[src/rtl/glyph_pkg.sv]
package glyph_pkg;
  typedef enum logic [1:0] {
    GS_IDLE  = 2'd0,
    GS_FETCH = 2'd1,
    GS_SCAN  = 2'd2
  } glyph_state_e;
endpackage

[src/rtl/glyph_fetch.sv]
module glyph_fetch
  import glyph_pkg::*;
#(
  parameter int CODE_W  = 8,
  parameter int COORD_W = 10,
  parameter int RGB_W   = 24,
  parameter int ROM_LAT = 2
) (
  input  logic               clk,
  input  logic               rst,
  input  logic               cmd_valid,
  input  logic [CODE_W-1:0]  cmd_code,
  input  logic [COORD_W-1:0] cmd_x,
  input  logic [COORD_W-1:0] cmd_y,
  input  logic [RGB_W-1:0]   cmd_rgb,
  output logic               cmd_ready,
  output logic               rom_rd,
  output logic [CODE_W-1:0]  rom_addr,
  input  logic               done,
  output logic               load,
  output logic               scan_on,
  output logic [COORD_W-1:0] org_x,
  output logic [COORD_W-1:0] org_y,
  output logic [RGB_W-1:0]   org_rgb
);
  localparam int WC_W = $clog2(ROM_LAT + 1);

  glyph_state_e      state;
  logic [WC_W-1:0]   wcnt;

  assign load    = (state == GS_FETCH) && (wcnt == WC_W'(ROM_LAT));
  assign scan_on = (state == GS_SCAN);

  always_ff @(posedge clk) begin
    if (rst) begin
      state     <= GS_IDLE;
      cmd_ready <= 1'b1;
      rom_rd    <= 1'b0;
      rom_addr  <= '0;
      wcnt      <= '0;
      org_x     <= '0;
      org_y     <= '0;
      org_rgb   <= '0;
    end else begin
      rom_rd <= 1'b0;
      case (state)
        GS_IDLE: begin
          if (cmd_valid) begin
            org_x     <= cmd_x;
            org_y     <= cmd_y;
            org_rgb   <= cmd_rgb;
            rom_addr  <= cmd_code;
            rom_rd    <= 1'b1;
            cmd_ready <= 1'b0;
            wcnt      <= '0;
            state     <= GS_FETCH;
          end
        end
        GS_FETCH: begin
          if (load) state <= GS_SCAN;
          else      wcnt  <= wcnt + WC_W'(1);
        end
        GS_SCAN: begin
          if (done) begin
            state     <= GS_IDLE;
            cmd_ready <= 1'b1;
          end
        end
        default: state <= GS_IDLE;
      endcase
    end
  end

  // acceptance launches one ROM read and drops ready
  a_r2_accept_fetch: assert property (@(posedge clk) disable iff (rst)
    (cmd_valid && cmd_ready) |=> (rom_rd && !cmd_ready));

  // the end of the scan hands ready back on the next cycle
  a_r6_done_ready: assert property (@(posedge clk) disable iff (rst)
    done |=> cmd_ready);

  // an offer while busy starts no read
  a_r8_busy_ignore: assert property (@(posedge clk) disable iff (rst)
    (cmd_valid && !cmd_ready) |=> !rom_rd);
endmodule

[src/rtl/glyph_shifter.sv]
module glyph_shifter #(
  parameter int BITS = 64
) (
  input  logic            clk,
  input  logic            rst,
  input  logic            load,
  input  logic [BITS-1:0] rom_data,
  input  logic            scan_on,
  input  logic            pix_full,
  output logic            step,
  output logic            emit,
  output logic            done
);
  logic [BITS-1:0] shreg;
  logic            msb;
  logic            empty;

  assign msb   = shreg[BITS-1];
  assign empty = (shreg == '0);
  assign step  = scan_on && !empty && (!msb || !pix_full);
  assign emit  = scan_on && !empty && msb && !pix_full;
  assign done  = scan_on && empty;

  always_ff @(posedge clk) begin
    if (rst)       shreg <= '0;
    else if (load) shreg <= rom_data;
    else if (step) shreg <= {shreg[BITS-2:0], 1'b0};
  end

  // a glyph loaded as zero finishes on the first scan cycle
  a_r7_zero_done: assert property (@(posedge clk) disable iff (rst)
    (load && rom_data == '0) |=> done);
endmodule

[src/rtl/glyph_cursor.sv]
module glyph_cursor #(
  parameter int SIDE    = 8,
  parameter int COORD_W = 10,
  parameter int RGB_W   = 24
) (
  input  logic                       clk,
  input  logic                       rst,
  input  logic                       load,
  input  logic                       step,
  input  logic                       emit,
  input  logic                       pix_full,
  input  logic [COORD_W-1:0]         org_x,
  input  logic [COORD_W-1:0]         org_y,
  input  logic [RGB_W-1:0]           org_rgb,
  output logic                       pix_wr,
  output logic [2*COORD_W+RGB_W-1:0] pix_data
);
  localparam int OFF_W = (SIDE > 1) ? $clog2(SIDE) : 1;

  logic [OFF_W-1:0]   col;
  logic [OFF_W-1:0]   row;
  logic [COORD_W-1:0] px;
  logic [COORD_W-1:0] py;

  assign px = org_x + COORD_W'(col);
  assign py = org_y + COORD_W'(row);

  always_ff @(posedge clk) begin
    if (rst) begin
      col <= '0;
      row <= '0;
    end else if (load) begin
      col <= '0;
      row <= '0;
    end else if (step) begin
      if (col == OFF_W'(SIDE - 1)) begin
        col <= '0;
        row <= row + OFF_W'(1);
      end else begin
        col <= col + OFF_W'(1);
      end
    end
  end

  always_ff @(posedge clk) begin
    if (rst) begin
      pix_wr   <= 1'b0;
      pix_data <= '0;
    end else begin
      pix_wr <= emit;
      if (emit) pix_data <= {px, py, org_rgb};
    end
  end

  // no write is launched from an edge that saw the FIFO full
  a_r5_full_blocks: assert property (@(posedge clk) disable iff (rst)
    pix_full |=> !pix_wr);
endmodule

[src/rtl/glyph_render.sv]
module glyph_render #(
  parameter int CODE_W  = 8,
  parameter int COORD_W = 10,
  parameter int RGB_W   = 24,
  parameter int SIDE    = 8,
  parameter int ROM_LAT = 2,
  localparam int BITS   = SIDE * SIDE,
  localparam int PIX_W  = 2 * COORD_W + RGB_W
) (
  input  logic               clk,
  input  logic               rst,
  input  logic               cmd_valid,
  output logic               cmd_ready,
  input  logic [CODE_W-1:0]  cmd_code,
  input  logic [COORD_W-1:0] cmd_x,
  input  logic [COORD_W-1:0] cmd_y,
  input  logic [RGB_W-1:0]   cmd_rgb,
  output logic               rom_rd,
  output logic [CODE_W-1:0]  rom_addr,
  input  logic [BITS-1:0]    rom_data,
  input  logic               pix_full,
  output logic               pix_wr,
  output logic [PIX_W-1:0]   pix_data
);
  logic               load;
  logic               scan_on;
  logic               step;
  logic               emit;
  logic               done;
  logic [COORD_W-1:0] org_x;
  logic [COORD_W-1:0] org_y;
  logic [RGB_W-1:0]   org_rgb;

  glyph_fetch #(
    .CODE_W(CODE_W), .COORD_W(COORD_W), .RGB_W(RGB_W), .ROM_LAT(ROM_LAT)
  ) u_fetch (
    .clk(clk), .rst(rst), .cmd_valid(cmd_valid), .cmd_code(cmd_code),
    .cmd_x(cmd_x), .cmd_y(cmd_y), .cmd_rgb(cmd_rgb), .cmd_ready(cmd_ready),
    .rom_rd(rom_rd), .rom_addr(rom_addr), .done(done), .load(load),
    .scan_on(scan_on), .org_x(org_x), .org_y(org_y), .org_rgb(org_rgb)
  );

  glyph_shifter #(.BITS(BITS)) u_shift (
    .clk(clk), .rst(rst), .load(load), .rom_data(rom_data),
    .scan_on(scan_on), .pix_full(pix_full), .step(step), .emit(emit),
    .done(done)
  );

  glyph_cursor #(.SIDE(SIDE), .COORD_W(COORD_W), .RGB_W(RGB_W)) u_cursor (
    .clk(clk), .rst(rst), .load(load), .step(step), .emit(emit),
    .pix_full(pix_full), .org_x(org_x), .org_y(org_y), .org_rgb(org_rgb),
    .pix_wr(pix_wr), .pix_data(pix_data)
  );

  // every pixel write falls inside the busy window
  a_r6_write_busy: assert property (@(posedge clk) disable iff (rst)
    pix_wr |-> !cmd_ready);
endmodule

[config.mk]
export PLATFORM = sky130hd
export DESIGN_NAME = glyph_render
export DESIGN_NICKNAME = d
export VERILOG_FILES = /design/src/rtl/glyph_pkg.sv /design/src/rtl/glyph_fetch.sv /design/src/rtl/glyph_shifter.sv /design/src/rtl/glyph_cursor.sv /design/src/rtl/glyph_render.sv
export SDC_FILE = /design/constraint.sdc
export NUM_CORES = 1
export LEC_CHECK = 0
export BUFFER_PORTS_ARGS = -buffer_cell sky130_fd_sc_hd__buf_2
export CORE_ASPECT_RATIO = 0.9
export CORE_MARGIN = 1
export CORE_UTILIZATION = 50
export DETAILED_ROUTE_END_ITERATION = 7
export GPL_TIMING_DRIVEN = 0
export PLACE_DENSITY = 0.86
export SYNTH_ARGS = -nofsm -noshare
export SYNTH_HDL_FRONTEND = slang
export SYNTH_SLANG_ARGS = --single-unit
[constraint.sdc]
create_clock -name clk -period 5.65 [get_ports clk]
set_clock_uncertainty 0.1 [all_clocks]
set_input_delay 1.13 -clock clk [delete_from_list [all_inputs] [get_ports clk]]
set_output_delay 1.13 -clock clk [all_outputs]
set_load 0.1 [all_outputs]
---- Word-level counts from Yosys, hierarchy flattened ----
Cells that the tools add are included.
word-level totals
  output and inout port bits .............. 55
  word-level logic and storage cells ...... 63
  register bits after elaboration ......... 173
operators by class
  reductions and logical operators ........ 22
  equal/unequal tests ..................... 8
  bitwise operators ....................... 1
  add/subtract/negate cells ............... 5
  mux-type cells .......................... 14
operators by type and width
  cell                                                              count
  64-bit two-way mux                                                2
  64-bit logical NOT                                                1
  10-bit by 3-bit adder with 10-bit output                          2
  2-bit two-way mux                                                 5
  3-bit AND reduction                                               3
  2-bit inequality test (second input constant)                     4
  3-bit by 1-bit adder with 3-bit output (second input constant)    2
  1-bit logical AND                                                 6
  2-bit case mux with 3 select lines                                1
  2-bit nonzero test                                                3
  2-bit == test (second input constant)                             2
  2-bit case mux with 2 select lines                                1
  2-bit AND reduction                                               2
  2-bit OR reduction                                                2
  3-bit == test (second input constant)                             1
  1-bit logical NOT                                                 3
  1-bit two-way mux                                                 3
  3-bit two-way mux                                                 1
  2-bit by 1-bit adder with 2-bit output (second input constant)    1
  2-bit by 1-bit == test with 1-bit output (second input constant)  1
  2-bit logical NOT                                                 1
  1-bit case mux with 2 select lines                                1
  1-bit logical OR                                                  1
  1-bit inverter                                                    1

---- Longest topological paths before layout ----
Gate-level depths: netlist of the first run.
  depth after elaboration ................. 6
  depth in mapped cells ................... 8

---- Modules after synthesis ----
Synthesis of the first run repeated with hierarchy kept, for this count alone.
second synthesis, totals
  cells, all modules ...................... 794
  area total of the unflattened synthesis .. 7,106.8 um2
modules (own cells, without submodules)
  module         area each (um2)  cells an instance  instances  seq. area each (um2)
  glyph_shifter  2,850.2          311                1          1,281.2
  glyph_cursor   2,235.9          233                1          1,021.0
  glyph_fetch    2,020.7          250                1          1,161.1

---- Worst setup path before layout of the first run ----
No wires, ideal clock.
  path kind ............................... input-to-reg
  from .................................... input rst
  to ...................................... register u_shift.shreg[26]
  stages .................................. 4
  required time ........................... 5.404 ns
  arrival ................................. 2.098 ns
  slack ................................... 3.306 ns
  buffers on the path ..................... 3
  library setup time ...................... 0.146 ns
  cells stage by stage .................... clkbuf_1 clkbuf_1 clkbuf_1 a211oi_2
RTL lines
  item                  line                 RTL
  start, declared       glyph_render.sv:11   input logic rst,
  end signal, assigned  glyph_shifter.sv:26  else if (load) shreg <= rom_data;
  end signal, assigned  glyph_shifter.sv:27  else if (step) shreg <= {shreg[BITS-2:0], 1'b0};
  end, declared         glyph_shifter.sv:14  logic [BITS-1:0] shreg;
No word-level cell between the ends.

---- Final worst setup path of the first run ----
  from .................................... register u_fetch.rom_addr[7]
  to ...................................... output rom_addr[7]
RTL lines
  item                    line                RTL
  start, declared         glyph_fetch.sv:18   output logic [CODE_W-1:0] rom_addr,
  start signal, assigned  glyph_fetch.sv:52   rom_addr <= cmd_code;
  end, declared           glyph_render.sv:19  output logic [CODE_W-1:0] rom_addr,
No word-level cell between the ends.

==> results.py, run 1 <==
metrics = {
    "status": {
        "status": "finished, violations left",
        "violations": "design-rule violations",
    },
    "clock_network": {
        "htreeDepth": 4,
        "cts_tree": "yes",
        "insertion_delay_ns": 0.43,
        "cts_root_buf": "clkbuf_16",
        "cts.sink_count": 173,
        "clkTransAtPathRegs_ns": 0.06,
        "numCtsBuffers": 17,
        "clockBufferDepth": 2,
        "ctsResizeCount": 0,
        "cts_hold_buf": 0,
        "post_cts_buffers": 0,
    },
    "global_routing": {
        "grt_pass1_wl_um": 32470,
        "grt_max_degree": 17,
        "antenna_found_initial": 0,
        "overflow": 0,
        "grt_pass1_vias": 6793,
        "grtUsageTotal_pct": 26.12,
    },
    "setup_path": {
        "cp_data_arrival_time_ns": 1.23,
        "worstSetupStartpointType": "flop",
        "max_stage_delay_ns": 0.44,
        "path_max_fanout": 2,
        "rrSetupSlack_ns": 3.29,
        "path_cells": "buf_2",
        "r2r_end": "u_shift.shreg[45]",
        "cp_num_buf_inv": 1,
        "worstPathRequired_ns": 4.42,
        "end_kind": "output port",
        "critPathTopFamily": "buffers and inverters",
        "crit_slowest_cell": "buf_2",
        "setup.worst_path.class": "reg -> out",
        "r2r_start": "u_shift.shreg[7]",
        "worstRegToRegCells": 7,
    },
    "synth": {
        "async_reset_ff_share_pct": 0,
        "seq_area_frac_synth_pct": 45.96,
        "synth_fp_nets": 1041,
        "synth_warnings": 0,
        "synth_edf_count": 0,
        "ys_types": 44,
        "ys.flop_type": "dfxtp_1",
        "syn_inst": 909,
        "syn_area_sq_mm": 0.007536,
        "ys_seq_elements": 173,
        "syn_area_per_cell_sq_um": 8.290,
    },
    "sta": {
        "report.final.slew_viol_count": 0,
        "hold_slack_ns": 0.3528,
        "fmax_ghz": 0.4066,
        "relSlewSlack_pct": 53.53,
        "finalCritPeriodShare_pct": 43.53,
        "setup_violations": 0,
        "grt_setup_unrepaired": "false",
        "hold_viol_final": 0,
        "setup_tns_ns": 0,
        "worst_pin_slew_ns": 0.6970,
        "period_minus_slack_ns": 2.460,
    },
    "power": {
        "power_density_mw_per_mm2": 309.5,
        "p_leak_uw": 0.003590,
        "ir_drop_mv": 0.2370,
    },
    "detailed_routing": {
        "routedWlPerCell_um": 15.16,
        "drtIter0Drc": 611,
        "vias_per_cell": 5.573,
        "antenna_left": 0,
        "drtPass1Iterations": 7,
        "drt_wl_total_um": 19910,
        "drc": 2,
        "vias": 7317,
    },
    "die": {
        "coreArea_sq_mm": 0.01471,
        "fp.dieW_um": 131.4,
        "initial_utilization_pct": 51.22,
        "ios": 175,
        "dieArea_sq_mm": 0.01557,
        "die_y_um": 118.5,
        "row_count": 42,
    },
    "job": {
        "maxCapViolCount": 0,
    },
    "worst_hold_path": {
        "hp-class": "reg -> reg",
        "holdPathEnd": "u_cursor.pix_data[9]",
        "hp-start": "u_cursor.pix_data[9]",
        "holdPathStages": 2,
    },
    "placement": {
        "port_buffers": 173,
        "dp_hpwl_um": 13990,
        "place.gp.congestion": 0.8689,
    },
    "cells_and_area": {
        "area_growth_pct": 23.11,
        "fin_util_pct": 63.05,
        "drive_gt1_share_pct": 24.60,
        "fillers": 1284,
        "fin_nets": 1233,
    },
}
-- cell families (layout without fill, tap and decap cells) --
group	after synthesis	count (layout)	synth area share, %
buffers and inverters	81	286	4.782
AND/OR/NAND/NOR	314	314	17.43
other	0	1	0
AO/OA/AOI/OAI	315	315	27.99
adder cells (fa/ha/maj)	12	12	2.192
flip-flops	173	173	45.96
XOR/XNOR	13	13	1.511
multiplexers	1	1	0.1328
-- cells in the mapped netlist, drive strengths merged, types with 2 or more instances --
cell	n	area, sq um
a22oi	2	15.01
or2	2	12.51
a21oi	153	765.7
nand2	178	668.1
o21ai	72	360.3
buf	17	120.1
nand2b	3	18.77
or4	2	15.01
inv	4	15.01
clkbuf	60	225.2
a211oi	75	863.3
xor2	7	61.31
nand4	4	25.02
ha	10	125.1
a311oi	3	26.28
a21o	5	37.54
or3	5	31.28
nand3	5	25.02
xnor2	6	52.55
nor3	2	10.01
nor2	86	322.8
dfxtp	173	3463
fa	2	40.04
nor4	18	118.9
and3	2	12.51
-- layout by cell type, fill, tap and decap left out, types with 6 or more instances in the layout --
| cell type | netlist | routed |
|---|---|---|
| nor4_1 | 17 | 17 |
| clkbuf_1 | 60 | 67 |
| a21oi_1 | 153 | 153 |
| dfxtp_1 | 173 | 173 |
| xor2_1 | 7 | 7 |
| nand2_1 | 178 | 178 |
| xnor2_1 | 6 | 6 |
| clkbuf_16 | 0 | 17 |
| a211oi_1 | 15 | 15 |
| buf_6 | 6 | 6 |
| a211oi_2 | 60 | 60 |
| buf_2 | 6 | 179 |
| o21ai_1 | 67 | 67 |
| nor2_1 | 86 | 86 |
| ha_1 | 10 | 10 |
-- power breakdown --
part | internal [uW] | switching, uW
clock | 796 | 461
sequential | 1250 | 22.3
combinational | 116 | 226
total | 2160 | 709
-- how the worst max path moves through the flow --
stage,start,to,depth (start not counted)
2_1_floorplan,rst,u_shift.shreg[26],4
3_3_place_gp,rst,u_shift.shreg[42],4
3_5_place_dp,rst,u_cursor.pix_data[32],4
4_1_cts,u_fetch.rom_addr[7],rom_addr[7],1
5_1_grt,u_fetch.wcnt[0],u_shift.shreg[0],8
6_report,u_fetch.rom_addr[7],rom_addr[7],1
-- sequential cells by signal (all words and copies together) (netlist names) --
signal             count
u_fetch.state          2
u_cursor.pix_data     44
u_shift.shreg         64
u_cursor.col           3
u_fetch.rom_rd         1
u_fetch.rom_addr       8
u_fetch.cmd_ready      1
u_cursor.pix_wr        1
u_cursor.row           3
u_fetch.wcnt           2
u_fetch.org_rgb       24
u_fetch.org_x         10
u_fetch.org_y         10
-- metrics by stage --
| step | instance area [sq um] | setup slack (ns) | cells | power [uW] |
|---|---|---|---|---|
| 2_1_floorplan | 7536 | 3.306 | 909 | 1524 |
| 6_report | 9278 | 3.190 | 1313 | 2872 |
| 4_1_cts | 9275 | 3.176 | 1312 | 2876 |
| 3_3_place_gp | 8650 | 2.773 | 1280 | 1626 |
| 3_5_place_dp | 8650 | 2.740 | 1280 | 1633 |
| 5_1_grt | 9275 | 3.090 | 1312 | 2967 |
-- final cells by class --
type	count	area [sq um]	area share, %
sequential	173	3463	37.33
clock inverter	7	160.2	1.726
timing repair buffer	173	865.8	9.332
tap	198	247.7	2.670
multi-input combinational	655	3712	40.01
inverter	4	15.01	0.1618
antenna	1	2.502	0.02697
clock buffer	25	465.4	5.017
buffer	77	345.3	3.722
-- per-layer routing --
metal | GRT usage (%) | wire length (um) | share of wire [%] | vias up
li1 | - | - | - | 3561
met1 | 34.16 | 8637 | 43 | 3395
met2 | 42.20 | 9330 | 47 | 315
met3 | 4.762 | 1395 | 7.0 | 46
met4 | 11.26 | 547 | 2.7 | 0
met5 | 0 | 0 | 0 | -
Power figures use the tool's default switching activity.
==> run 2: changes to the inputs <==
--- a/config.mk
+++ b/config.mk
@@ -5,13 +5,14 @@
 export SDC_FILE = /design/constraint.sdc
 export NUM_CORES = 1
 export LEC_CHECK = 0
+export ABC_AREA = 1
 export BUFFER_PORTS_ARGS = -buffer_cell sky130_fd_sc_hd__buf_2
 export CORE_ASPECT_RATIO = 0.9
 export CORE_MARGIN = 1
-export CORE_UTILIZATION = 50
+export CORE_UTILIZATION = 49
 export DETAILED_ROUTE_END_ITERATION = 7
 export GPL_TIMING_DRIVEN = 0
-export PLACE_DENSITY = 0.86
+export PLACE_DENSITY = 0.87
 export SYNTH_ARGS = -nofsm -noshare
 export SYNTH_HDL_FRONTEND = slang
 export SYNTH_SLANG_ARGS = --single-unit
==> constraint.sdc (replaced) <==
create_clock -name clk -period 2.25 [get_ports clk]
set_clock_uncertainty 0.1 [all_clocks]
set_input_delay 0.45 -clock clk [delete_from_list [all_inputs] [get_ports clk]]
set_output_delay 0.45 -clock clk [all_outputs]
set_load 0.1 [all_outputs]
==> results.py, run 2 <==
metrics = {
    "synth": {
        "synth.area.top_cells": "dfxtp_1 45%, nand2_1 15%, a21oi_1 7.8%",
        "ys_types": 27,
        "ys_seq_elements": 173,
        "seq_area_frac_synth_pct": 45.38,
        "yosysTopAreaCell": "dfxtp_1",
        "synth_edf_count": 0,
        "syn_area_per_cell_sq_um": 6.920,
        "yosysTopAreaCellShare_pct": 45.38,
        "synthTopCellsByCount": "299 x nand2_1, 173 x dfxtp_1, 156 x nor2_1",
        "synth_warnings": 0,
        "ys.flop_type": "dfxtp_1",
        "syn_inst": 1103,
        "syn_area_sq_mm": 0.007632,
        "async_reset_ff_share_pct": 0,
        "synth_fp_nets": 1235,
        "yosysMostFrequentCell": "nand2_1",
    },
    "detailed_routing": {
        "drc": 0,
        "drt_wl_total_um": 20410,
        "vias": 7787,
        "routedWlPerCell_um": 13.55,
        "drtIter0Drc": 611,
        "vias_per_cell": 5.171,
        "drtPass1Iterations": 6,
        "antenna_left": 0,
    },
    "clock_network": {
        "cts.sink_count": 173,
        "htreeDepth": 4,
        "cts_root_buf": "clkbuf_16",
        "insertion_delay_ns": 0.43,
        "numCtsBuffers": 17,
        "ctsResizeCount": 0,
        "clockBufferDepth": 2,
        "cts_tree": "yes",
        "clkTransAtPathRegs_ns": 0.07,
        "cts_hold_buf": 0,
        "post_cts_buffers": 0,
    },
    "sta": {
        "setup_violations": 0,
        "relSlewSlack_pct": 57.44,
        "finalCritPeriodShare_pct": 92.65,
        "hold_viol_final": 0,
        "setup_tns_ns": 0,
        "fmax_ghz": 0.4797,
        "grt_setup_unrepaired": "false",
        "period_minus_slack_ns": 2.085,
        "worst_pin_slew_ns": 0.6384,
        "report.final.slew_viol_count": 0,
    },
    "cells_and_area": {
        "fin_nets": 1427,
        "largest-register": "u_shift.shreg",
        "largest_reg_flops": 64,
        "fillers": 1343,
        "layout.cells.most_common": "nand2_1",
        "fin_cells": 1506,
        "reg_top3": "u_shift.shreg x64, u_cursor.pix_data x44, u_fetch.org_rgb x24",
        "drive_gt1_share_pct": 18.35,
        "area_growth_pct": 22.74,
        "layout_common_cells": "299 x nand2_1, 191 x buf_2, 173 x dfxtp_1, 156 x nor2_1, 119 x a21oi_1",
        "num_antenna_cells": 0,
    },
    "global_routing": {
        "grtUsageTotal_pct": 26.00,
        "grt_max_degree": 17,
        "antenna_found_initial": 0,
        "grt_pass1_wl_um": 33070,
        "grt_pass1_vias": 7012,
        "overflow": 0,
    },
    "placement": {
        "dp.cells": 1474,
        "dp_hpwl_um": 14460,
        "place.gp.congestion": 0.8821,
        "port_buffers": 173,
    },
    "die": {
        "die_y_um": 120.4,
        "dieArea_sq_mm": 0.01608,
        "initial_utilization_pct": 50.96,
        "fp.dieW_um": 133.6,
        "row_count": 42,
        "ios": 175,
        "coreArea_sq_mm": 0.01498,
    },
    "setup_path": {
        "end_kind": "flop",
        "worstPathRequired_ns": 2.46,
        "setup.worst_path.class": "reg -> reg",
        "rrSetupSlack_ns": 0.17,
        "worstSetupStartpointType": "flop",
        "path_max_fanout": 4,
        "cp_data_arrival_time_ns": 2.29,
    },
    "power": {
        "combPwrFrac_pct": 10.7,
        "p_sw_uw": 1888,
        "p_seq_share_pct": 45.9,
        "pwr-share-clk_pct": 43.4,
        "p_leak_uw": 0.004267,
        "p_int_uw": 5171,
        "power_density_mw_per_mm2": 753.6,
        "switching_share_pct": 26.74,
        "ir_drop_mv": 0.5632,
    },
    "status": {
        "status": "finished, final reports clean",
    },
    "worst_hold_path": {
        "hp-class": "in -> reg",
    },
    "job": {
        "maxCapViolCount": 0,
    },
}
[run 2: changes by cell type after synthesis, moves of 12 or more]
cell and change:
o21ai_1 -66, nand3_1 +64, buf_2 +12, clkbuf_1 -22
o21ai_0 +93, a211oi_1 -15, nand2_1 +121, nor2_1 +70
a211oi_2 -60, nor4_1 -17, inv_1 +66, a21oi_1 -34
[run 2: per-stage QoR]
stage / instance area, sq um / util, % / power (uW) / setup WS [ns] / hold slack (ns)
after CTS: 9359 / 62.49 / 7075 / 0.07462 / 0.1487
after global placement: 8746 / 58.40 / 4025 / 0.1549 / 0.3294
after detailed placement: 8746 / 58.40 / 4049 / 0.1163 / 0.3354
final: 9368 / 62.55 / 7059 / 0.1655 / 0.1634
after global routing: 9368 / 62.55 / 7313 / 0.04302 / 0.1601
after floorplan: 7632 / - / 3793 / 0.4412 / 0.3262
[run 2: kinds of logic after synthesis]
group | count (synthesis) | share of synthesized area (%)
xor+xnor | 17 | 1.951
compound gates | 221 | 14.61
flops | 173 | 45.38
simple gates | 537 | 28.05
buf+inv | 143 | 7.853
fa+ha+maj | 12 | 2.164
[run 2: power by group through the flow]
stage | combinational [uW] | sequential, uW | clock (uW)
2_1_floorplan | 376 | 3420 | 0
3_3_place_gp | 723 | 3300 | 0
3_5_place_dp | 742 | 3310 | 0
4_1_cts | 749 | 3240 | 3090
5_1_grt | 836 | 3250 | 3230
6_report | 755 | 3240 | 3060
[run 2: cell type report]
type,count,area (sq um),share of cell area (%)
buffer,71,331.6,3.539
clock inverter,15,187.7,2.003
sequential,173,3463,36.97
inverter,72,270.3,2.885
tap,198,247.7,2.645
clock buffer,17,425.4,4.541
multi-input combinational,787,3576,38.17
timing repair buffer,173,865.8,9.243
[run 2: critical path, stage by stage (launching register included)]
cell     delay [ns]
dfxtp_1        0.39
ha_1           0.20
inv_1          0.07
fa_1           0.43
o22ai_2        0.21
nand2_1        0.10
xor2_1         0.16
o21ai_0        0.25
a21oi_1        0.06
[run 2: metal layers]
layer  part of all wire (%)  track usage, %  up-vias
met5                      0               0        -
met2                     47           42.51      277
met3                    7.4           5.912       33
met1                     44           33.84     3560
met4                    1.8           8.736        0
li1                       -               -     3917
[run 2: path summary, 6_finish.rpt]
kind	startpoint	to	cells after the start
setup / recovery	u_cursor.row[0]	u_cursor.pix_data[32]	8
hold / removal	cmd_rgb[14]	u_fetch.org_rgb[14]	3
setup reg to reg	u_cursor.row[0]	u_cursor.pix_data[32]	8
hold reg to reg	u_cursor.pix_data[11]	u_cursor.pix_data[11]	2
